<file path="src/rtl/i2c_rs_pkg.sv">
package i2c_rs_pkg;
  localparam int unsigned BYTE_W = 8;
  localparam int unsigned BCNT_W = $clog2(BYTE_W + 1);

  typedef enum logic [3:0] {
    ST_IDLE,
    ST_ADDR,
    ST_ADDR_ACK,
    ST_PTR,
    ST_PTR_ACK,
    ST_WDATA,
    ST_WDATA_ACK,
    ST_RDATA,
    ST_RDATA_ACK,
    ST_WAIT
  } st_e;
endpackage

</file>
<file path="src/rtl/i2c_rs_sync.sv">
module i2c_rs_sync #(
  parameter int unsigned SYNC_STAGES = 2
) (
  input  logic clk_i,
  input  logic rst_ni,
  input  logic scl_i,
  input  logic sda_i,
  output logic scl_o,
  output logic sda_o,
  output logic scl_rise_o,
  output logic scl_fall_o,
  output logic start_o,
  output logic stop_o
);
  localparam int unsigned MSB = SYNC_STAGES - 1;

  logic [MSB:0] scl_pipe, sda_pipe;
  logic         scl_d, sda_d;

  always_ff @(posedge clk_i or negedge rst_ni) begin
    if (!rst_ni) begin
      scl_pipe <= '1;
      sda_pipe <= '1;
      scl_d    <= 1'b1;
      sda_d    <= 1'b1;
    end else begin
      scl_pipe <= {scl_pipe[MSB-1:0], scl_i};
      sda_pipe <= {sda_pipe[MSB-1:0], sda_i};
      scl_d    <= scl_pipe[MSB];
      sda_d    <= sda_pipe[MSB];
    end
  end

  assign scl_o      = scl_pipe[MSB];
  assign sda_o      = sda_pipe[MSB];
  assign scl_rise_o = scl_o & ~scl_d;
  assign scl_fall_o = ~scl_o & scl_d;
  // SDA moving while SCL stays high is a bus condition, never data
  assign start_o    = scl_o & scl_d & sda_d & ~sda_o;
  assign stop_o     = scl_o & scl_d & ~sda_d & sda_o;
endmodule

</file>
<file path="src/rtl/i2c_rs_ctrl.sv">
module i2c_rs_ctrl
  import i2c_rs_pkg::*;
#(
  parameter logic [6:0]  DEV_ADDR = 7'h51,
  parameter int unsigned AW       = 4
) (
  input  logic          clk_i,
  input  logic          rst_ni,
  input  logic          scl_s_i,
  input  logic          sda_s_i,
  input  logic          scl_rise_i,
  input  logic          scl_fall_i,
  input  logic          start_i,
  input  logic          stop_i,
  input  logic [7:0]    rdata_i,
  output logic          sda_oe_o,
  output logic [AW-1:0] reg_addr_o,
  output logic          reg_we_o,
  output logic [7:0]    reg_wdata_o
);
  localparam logic [BCNT_W-1:0] LAST_BIT = BCNT_W'(BYTE_W);

  st_e               st;
  logic [BCNT_W-1:0] cnt;
  logic [7:0]        sh, tx, wdata;
  logic [AW-1:0]     ptr;
  logic              rw, mack, oe, we;
  logic              ptr_ok, byte_end;

  assign ptr_ok   = (sh >> AW) == 8'h00;
  assign byte_end = scl_fall_i && (cnt == LAST_BIT);

  always_ff @(posedge clk_i or negedge rst_ni) begin
    if (!rst_ni) begin
      st    <= ST_IDLE;
      cnt   <= '0;
      sh    <= '0;
      tx    <= '0;
      wdata <= '0;
      ptr   <= '0;
      rw    <= 1'b0;
      mack  <= 1'b0;
      oe    <= 1'b0;
      we    <= 1'b0;
    end else begin
      we <= 1'b0;
      if (we) ptr <= ptr + 1'b1;
      if (start_i) begin
        st  <= ST_ADDR;
        cnt <= '0;
        oe  <= 1'b0;
      end else if (stop_i) begin
        st <= ST_IDLE;
        oe <= 1'b0;
      end else begin
        case (st)
          ST_ADDR, ST_PTR, ST_WDATA: begin
            if (scl_rise_i) begin
              sh  <= {sh[6:0], sda_s_i};
              cnt <= cnt + 1'b1;
            end else if (byte_end) begin
              cnt <= '0;
              if (st == ST_ADDR) begin
                if (sh[7:1] == DEV_ADDR) begin
                  oe <= 1'b1;
                  rw <= sh[0];
                  st <= ST_ADDR_ACK;
                end else begin
                  st <= ST_WAIT;
                end
              end else if (st == ST_PTR) begin
                if (ptr_ok) begin
                  ptr <= sh[AW-1:0];
                  oe  <= 1'b1;
                  st  <= ST_PTR_ACK;
                end else begin
                  st <= ST_WAIT;
                end
              end else begin
                wdata <= sh;
                we    <= 1'b1;
                oe    <= 1'b1;
                st    <= ST_WDATA_ACK;
              end
            end
          end
          ST_ADDR_ACK: begin
            if (scl_fall_i) begin
              if (rw) begin
                // capture the byte once; it must not follow later bank changes
                tx  <= rdata_i;
                oe  <= ~rdata_i[7];
                ptr <= ptr + 1'b1;
                cnt <= '0;
                st  <= ST_RDATA;
              end else begin
                oe <= 1'b0;
                st <= ST_PTR;
              end
            end
          end
          ST_PTR_ACK, ST_WDATA_ACK: begin
            if (scl_fall_i) begin
              oe <= 1'b0;
              st <= ST_WDATA;
            end
          end
          ST_RDATA: begin
            if (scl_rise_i) begin
              cnt <= cnt + 1'b1;
            end else if (byte_end) begin
              oe <= 1'b0;
              st <= ST_RDATA_ACK;
            end else if (scl_fall_i) begin
              tx <= {tx[6:0], 1'b0};
              oe <= ~tx[6];
            end
          end
          ST_RDATA_ACK: begin
            if (scl_rise_i) begin
              mack <= ~sda_s_i;
            end else if (scl_fall_i) begin
              if (mack) begin
                tx  <= rdata_i;
                oe  <= ~rdata_i[7];
                ptr <= ptr + 1'b1;
                cnt <= '0;
                st  <= ST_RDATA;
              end else begin
                st <= ST_WAIT;
              end
            end
          end
          default: ;
        endcase
      end
    end
  end

  assign sda_oe_o    = oe;
  assign reg_addr_o  = ptr;
  assign reg_we_o    = we;
  assign reg_wdata_o = wdata;

  AST_WE_SINGLE: assert property (@(posedge clk_i) disable iff (!rst_ni)
    reg_we_o |=> !reg_we_o);
  AST_WE_IN_ACK: assert property (@(posedge clk_i) disable iff (!rst_ni)
    reg_we_o |-> (st == ST_WDATA_ACK) && sda_oe_o);
  AST_PTR_STEP: assert property (@(posedge clk_i) disable iff (!rst_ni)
    reg_we_o |=> reg_addr_o == AW'($past(reg_addr_o) + 1'b1));
  AST_START_REARM: assert property (@(posedge clk_i) disable iff (!rst_ni)
    start_i |=> (st == ST_ADDR) && !sda_oe_o);
  AST_STOP_IDLE: assert property (@(posedge clk_i) disable iff (!rst_ni)
    (stop_i && !start_i) |=> (st == ST_IDLE) && !sda_oe_o);
  AST_OE_SCL_LOW: assert property (@(posedge clk_i) disable iff (!rst_ni)
    $rose(sda_oe_o) |-> !scl_s_i);
  AST_NACK_QUIET: assert property (@(posedge clk_i) disable iff (!rst_ni)
    (st == ST_WAIT) |-> !sda_oe_o);
endmodule

</file>
<file path="src/rtl/i2c_reg_slave.sv">
module i2c_reg_slave #(
  parameter logic [6:0]  DEV_ADDR    = 7'h51,
  parameter int unsigned REG_AW      = 4,
  parameter int unsigned SYNC_STAGES = 2
) (
  input  logic              clk_i,
  input  logic              rst_ni,
  input  logic              scl_i,
  input  logic              sda_i,
  output logic              sda_oe_o,
  output logic [REG_AW-1:0] reg_addr_o,
  output logic              reg_we_o,
  output logic [7:0]        reg_wdata_o,
  input  logic [7:0]        reg_rdata_i
);
  logic scl_s, sda_s, scl_rise, scl_fall, bus_start, bus_stop;

  i2c_rs_sync #(.SYNC_STAGES(SYNC_STAGES)) u_sync (
    .clk_i      (clk_i),
    .rst_ni     (rst_ni),
    .scl_i      (scl_i),
    .sda_i      (sda_i),
    .scl_o      (scl_s),
    .sda_o      (sda_s),
    .scl_rise_o (scl_rise),
    .scl_fall_o (scl_fall),
    .start_o    (bus_start),
    .stop_o     (bus_stop)
  );

  i2c_rs_ctrl #(.DEV_ADDR(DEV_ADDR), .AW(REG_AW)) u_ctrl (
    .clk_i       (clk_i),
    .rst_ni      (rst_ni),
    .scl_s_i     (scl_s),
    .sda_s_i     (sda_s),
    .scl_rise_i  (scl_rise),
    .scl_fall_i  (scl_fall),
    .start_i     (bus_start),
    .stop_i      (bus_stop),
    .rdata_i     (reg_rdata_i),
    .sda_oe_o    (sda_oe_o),
    .reg_addr_o  (reg_addr_o),
    .reg_we_o    (reg_we_o),
    .reg_wdata_o (reg_wdata_o)
  );
endmodule

</file>
<file path="config.mk">
export PLATFORM = sky130hd
export DESIGN_NAME = i2c_reg_slave
export DESIGN_NICKNAME = d
export VERILOG_FILES = /design/src/rtl/i2c_rs_pkg.sv /design/src/rtl/i2c_rs_sync.sv /design/src/rtl/i2c_rs_ctrl.sv /design/src/rtl/i2c_reg_slave.sv
export SDC_FILE = /design/constraint.sdc
export NUM_CORES = 1
export LEC_CHECK = 0
export CORE_ASPECT_RATIO = 0.6
export CORE_MARGIN = 2
export CORE_UTILIZATION = 25
export DETAILED_ROUTE_END_ITERATION = 16
export SLEW_MARGIN = 15
export SYNTH_ARGS = -nofsm -noshare
export SYNTH_HDL_FRONTEND = slang
export SYNTH_SLANG_ARGS = --single-unit
</file>
<file path="constraint.sdc">
create_clock -name clk_i -period 2.4 [get_ports clk_i]
set_input_delay 0.36 -clock clk_i [delete_from_list [all_inputs] [get_ports clk_i]]
set_output_delay 0.36 -clock clk_i [all_outputs]
set_load 0.03 [all_outputs]
</file>
; ---- Word level (Yosys, flattened, before mapping)
; Index checks and enable logic that the tools add are counted.
[word_totals]
reg_bits = 45
inputBits = 12
out_inout_bits = 14
wordCells = 163
[classes]
n_addsub = 2
eq_ne = 38
mux = 76
n_bitwise = 18
reduce_logical = 15
[op_table]
columns = op, n
row1 = $mux W4, 38
row2 = $mux W7, 8
row3 = $ne A4 B3 Y1 const B, 7
row4 = $mux W1, 24
row5 = $pmux W7 S3, 1
row6 = $pmux W4 S5, 1
row7 = $reduce_and A9 Y1, 2
row8 = $eq A4 B3 Y1 const B, 4
row9 = $pmux W4 S4, 1
row10 = $reduce_and A7 Y1, 2
row11 = $ne A3 B2 Y1 const B, 4
row12 = $ne A4 B4 Y1 const B, 3
row13 = $pmux W4 S3, 1
row14 = $reduce_and A12 Y1, 1
row15 = $not A1 Y1, 11
row16 = $reduce_and A11 Y1, 1
row17 = $ne A2 B1 Y1 const B, 5
row18 = $add A4 B1 Y4 const B, 2
row19 = $eq A4 B2 Y1 const B, 2
row20 = $eq A4 B4 Y1 const B, 2
row21 = $logic_not A8 Y1, 1
row22 = $ne A2 B2 Y1 const B, 4
row23 = $reduce_and A4 Y1, 2
row24 = $and A1 B1 Y1, 7
row25 = 14 further kinds, 15

; ---- Logic depth before layout (Yosys ltp)
[logic_depth]
word_depth = 10
mapped_depth = 8
mapped_depth_nobuf = 7

; ---- Cells and area by module
; A second synthesis with hierarchy kept.
[unflattened]
cells_unflattened = 245
area_unflattened_um2 = 2583.7
[by_module_without_submodules]
columns = module, n_inst, cells_per_inst, area_each_um2, seq_area_each_um2
row1 = i2c_rs_ctrl, 1, 235, 2393.5, 975.9
row2 = i2c_rs_sync, 1, 10, 190.2, 157.7

; ---- Worst setup path after synthesis
; No wires, ideal clock.
[synth_timing]
path_type = register to register
startpoint = register u_ctrl.st[1]
endpoint = register u_ctrl.st[1]
setup_time_ns = 0.125
arrival_ns = 1.839
required_time_ns = 2.275
slack_ns = 0.436
stages_incl_launch_ff = 8
path_buffers = 2
period_less_slack_ns = 1.964
cell_sequence = dfrtp_1 -> buf_6 -> or4b_4 -> buf_6 -> o221a_4 -> nor4_4 -> o21bai_4 -> mux2_4
[synth_between]
elab_chain_len = 8
[synth_lines]
columns = item, line
row1 = start: declaration, i2c_rs_ctrl.sv:23  ; st_e st;
row2 = start signal: assignment, i2c_rs_ctrl.sv:35  ; st <= ST_IDLE;
row3 = start signal: assignment, i2c_rs_ctrl.sv:49  ; st <= ST_ADDR;
row4 = start signal: assignment, i2c_rs_ctrl.sv:53  ; st <= ST_IDLE;
row5 = $eq A4 B2 Y1, "i2c_rs_ctrl.sv:56, i2c_rs_ctrl.sv:71"
row6 = $mux W4, i2c_rs_ctrl.sv:71  ; end else if (st == ST_PTR) begin
row7 = $mux W4, i2c_rs_ctrl.sv:63  ; if (st == ST_ADDR) begin
row8 = $mux W4, i2c_rs_ctrl.sv:61  ; end else if (byte_end) begin
row9 = $mux W4, i2c_rs_ctrl.sv:58  ; if (scl_rise_i) begin
row10 = $pmux W4 S5, i2c_rs_ctrl.sv:56  ; case (st)
row11 = $mux W4, i2c_rs_ctrl.sv:52  ; end else if (stop_i) begin
row12 = $mux W4, i2c_rs_ctrl.sv:48  ; if (start_i) begin
; Several ways; a longest one is shown, not always the timed one. The select of a mux whose other input is x is not followed.
; A chain may end at the register's enable or synchronous reset.

; ---- Worst setup path in the final report
[layout_timing]
startpoint = register u_ctrl.cnt[0]
endpoint = register u_ctrl.st[2]
[layout_between]
elab_chain_len = 4
[layout_lines]
columns = item, line
row1 = start: declaration, i2c_rs_ctrl.sv:24  ; logic [BCNT_W-1:0] cnt;
row2 = start signal: assignment, i2c_rs_ctrl.sv:60  ; cnt <= cnt + 1'b1;
row3 = start signal: assignment, i2c_rs_ctrl.sv:110  ; cnt <= cnt + 1'b1;
row4 = $eq A4 B4 Y1 (*), i2c_rs_ctrl.sv:31  ; assign byte_end = scl_fall_i && (cnt == LAST_BIT);
row5 = $logic_and A1 B1 Y1 (*), i2c_rs_ctrl.sv:31
row6 = $ne A4 B3 Y1 (no line), --
row7 = $reduce_and A9 Y1 (no line) (*), --
; Every way passes the cells marked *; elsewhere a longest branch is shown, timed or not.

==> flow_metrics.py <==
metrics = {
    "timing": {
        "fin_crit_ns": 2.19,
        "tightestPinTransition_ns": 0.600,
        "fmax_mhz": 456,
        "hold_viol_final": 0,
        "setup_tns_ns": 0,
        "setup-violations-final": 0,
        "maxSlewViolCount": 0,
        "min_period_over_period_pct": 91.4,
        "rsz0062_at_grt": "false",
        "skew_ns": 0.00950,
        "slew_headroom_pct": 60.0,
    },
    "floorplanning": {
        "fp-row-count": 29,
        "coreArea_mm2": 0.0107,
        "io_pins": 26,
        "initial_core_util_pct": 25.9,
        "die_width_um": 140,
        "die_area_mm2": 0.0120,
        "die_y_um": 85.5,
    },
    "worst_setup_path": {
        "end_kind": "register",
        "reg2reg_to": "u_ctrl.st[2]",
        "slowest_stage": "a221oi_1",
        "reg2reg_from": "u_ctrl.cnt[0]",
        "cp_top_family": "compound AO/OA/AOI/OAI gates",
        "worstSetupStartpoint": "u_ctrl.cnt[0]",
        "cp_max_fo": 4,
        "start_kind": "register",
        "cp_slowest_stage_delay_ns": 0.55,
        "crit_chain": "inv_1 -> ha_1 -> and3b_1 -> a221oi_1 -> nor4_4 -> o21bai_4 -> mux2_4",
        "cp.arrival_ns": 2.38,
        "crit_required_ns": 2.59,
        "worst-path-stages": 7,
        "crit_path_end": "u_ctrl.st[2]",
        "worstSetupPathType": "register to register",
        "r2r_slack_ns": 0.21,
        "reg2reg_depth": 7,
        "crit_buf_inv": 1,
    },
    "final_layout": {
        "diodes": 0,
        "drive_gt1_share_pct": 23.5,
        "layout.cells.non_filler": 441,
        "nets": 316,
        "stdcell_area_mm2": 0.00339,
        "area_growth_pct": 22.6,
    },
    "synthesis": {
        "synth-edff-count": 0,
        "synth_top_family_by_area": "simple AND/OR/NAND/NOR gates",
        "synth-simple-area-share_pct": 19.3,
        "yosysMostFrequentCell": "dfrtp_1",
        "synth_area_mm2": 0.00277,
        "synth-seq-cells": 45,
        "synth_common_cells": "dfrtp_1 (39), mux2_2 (25), nand2_1 (25)",
        "synth_compound_area_share_pct": 17.5,
        "ys_seq_area_share_pct": 41.0,
        "yosys.area.top_type": "dfrtp_1",
        "synthMuxAreaShare_pct": 14.6,
        "synth_nets": 281,
        "yosysTopAreaCellShare_pct": 35.3,
        "synth_cell_type_count": 68,
        "synth-adder-area-share_pct": 1.36,
        "async_reset_ff_share_pct": 100,
        "synth_area_leaders": "dfrtp_1 (35%), mux2_2 (10%), dfstp_2 (5.7%)",
        "syn-instance-count": 266,
        "synth-xor-area-share_pct": 1.90,
        "synthFlopType": "dfrtp_1",
        "avgSynthCellArea_um2": 10.4,
        "yosysWarnings": 0,
    },
    "detailed_routing": {
        "detailroute.via_count": 2301,
        "viasPerCell": 5.22,
        "drt_drc_violations_left": 0,
        "wl_per_cell_um": 16.2,
        "drtAntennaViolNets": 0,
        "drt-total-wl_um": 7150,
        "dr.pass1.iters": 5,
        "drt-initial-drc-count": 150,
    },
    "clock_network": {
        "clk_pin_slew_ns": 0.07,
        "cts_hold_buf": 0,
        "cts_made_buffers": 5,
        "clock-sinks": 45,
        "insertion_delay_ns": 0.30,
        "cts_setup_buffers": 0,
        "clockRootBuffer": "clkbuf_16",
        "cts_max_level": 2,
        "cts_max_path_buffers": 2,
        "ctsResizeCount": 0,
        "cts_tree": "done",
    },
    "pwr": {
        "power_mw": 3.78,
        "powerDensity_mw_per_mm2": 1110,
        "ir_drop_mv": 0.422,
        "p_leak_nw": 1.37,
    },
    "global_routing": {
        "grt_pass1_vias": 2227,
        "grt_max_degree": 26,
        "antenna_found_initial": 0,
        "grt_busiest_layer": "met1",
        "met2_usage_pct": 16.2,
        "grt_pass1_wl_um": 11800,
        "gr-usage-met1_pct": 18.9,
        "grt_usage_pct": 12.5,
        "global_route.usage.met3_pct": 4.47,
        "grt_overflow": 0,
    },
    "placement": {
        "dp.cells": 433,
        "gp_congestion": 1.00,
        "portBuffers": 25,
        "dp_hpwl_um": 5300,
        "place_area_mm2": 0.00324,
    },
    "worst_hold_path": {
        "hold_path.class": "input port to asynchronous set/reset pin",
    },
    "job": {
        "maxCapViolations": 0,
    },
    "status": {
        "status": "finished, final reports clean",
    },
}
==> layout by cell type, fill, tap and decap left out, types with 3 or more instances in the layout <==
cell,Yosys,layout
a21oi_1,11,11
a221oi_1,3,3
buf_4,1,17
clkbuf_16,0,5
clkdlybuf4s50_1,0,24
dfrtp_1,39,37
dfstp_2,6,6
ha_1,3,3
inv_1,11,11
mux2_1,3,3
mux2_2,25,25
mux2i_1,6,6
nand2_1,25,25
nand2b_1,7,7
nand3_1,6,6
nand3b_1,3,3
nor2_1,9,9
nor2b_1,4,4
nor3_1,7,7
nor4b_1,4,4
o211ai_1,7,7
o21ai_0,10,10
o21ai_1,4,4
o221ai_1,3,3
xnor2_1,5,5
==> cell families after synthesis <==
family | Yosys count
AO/OA/AOI/OAI | 65
XOR/XNOR | 6
buffers and inverters | 25
adder cells (fa/ha/maj) | 3
flip-flops | 45
AND/OR/NAND/NOR | 86
multiplexers | 36
==> sequential cells by signal (all words and copies together), names as in the netlist, 2 cells and up <==
register            flops
u_sync.scl_pipe         2
u_ctrl.sh               8
u_ctrl.cnt              4
u_sync.sda_pipe         2
u_ctrl.tx               7
u_ctrl.st               4
u_ctrl.reg_addr_o       4
u_ctrl.reg_wdata_o      8
==> power breakdown <==
| part | internal [mW] | leakage (nW) | switching (mW) | total, mW |
|---|---|---|---|---|
| combinational | 0.859 | 0.724 | 0.929 | 1.79 |
| sequential | 0.956 | 0.575 | 0.289 | 1.24 |
| clock | 0.419 | 0.0735 | 0.326 | 0.745 |
==> layout make-up <==
class	instances	area, um^2
Fill cell	1094	7270
Multi-Input combinational cell	196	1510
Sequential cell	45	1140
Timing Repair Buffer	42	373
Tap cell	139	174
Clock buffer	6	139
Inverter	11	41.3
Clock inverter	2	16.3
==> routing by layer <==
metal,routed length (um),up-vias
met5,0,-
met1,3630,1110
met4,77,0
li1,-,1071
met3,720,8
met2,2720,112
==> worst reg2reg max path: cells and delay by family, from the launching register on <==
kind	cells	cell delay, ns
AO/OA/AOI/OAI	2	0.77
adder cells (fa/ha/maj)	1	0.21
buffers and inverters	1	0.08
flip-flops	1	0.37
multiplexers	1	0.32
AND/OR/NAND/NOR	2	0.34
==> metrics by stage <==
| stage | hold WS [ns] | worst slack, ns | utilization, % |
|---|---|---|---|
| after floorplan | 0.0644 | 0.436 | - |
| after global placement | 0.349 | 0.212 | 30.3 |
| after detailed placement | 0.350 | 0.174 | 30.3 |
| after CTS | 0.0828 | 0.145 | 31.8 |
| after global routing | 0.114 | 0.0565 | 31.8 |
| final | 0.0640 | 0.207 | 31.8 |
==> worst min-delay path by stage <==
stage | start | to | slack, ns | cells past startpoint
after floorplan | rst_ni | u_ctrl.cnt[0] | 0.06 | 0
after global placement | u_sync.sda_pipe[0] | u_sync.sda_pipe[1] | 0.35 | 0
after detailed placement | u_sync.sda_pipe[0] | u_sync.sda_pipe[1] | 0.35 | 0
after CTS | rst_ni | u_ctrl.mack | 0.08 | 1
after global routing | rst_ni | u_ctrl.reg_wdata_o[5] | 0.11 | 1
final | rst_ni | u_ctrl.mack | 0.06 | 1
(Power assumes the default switching activity.)
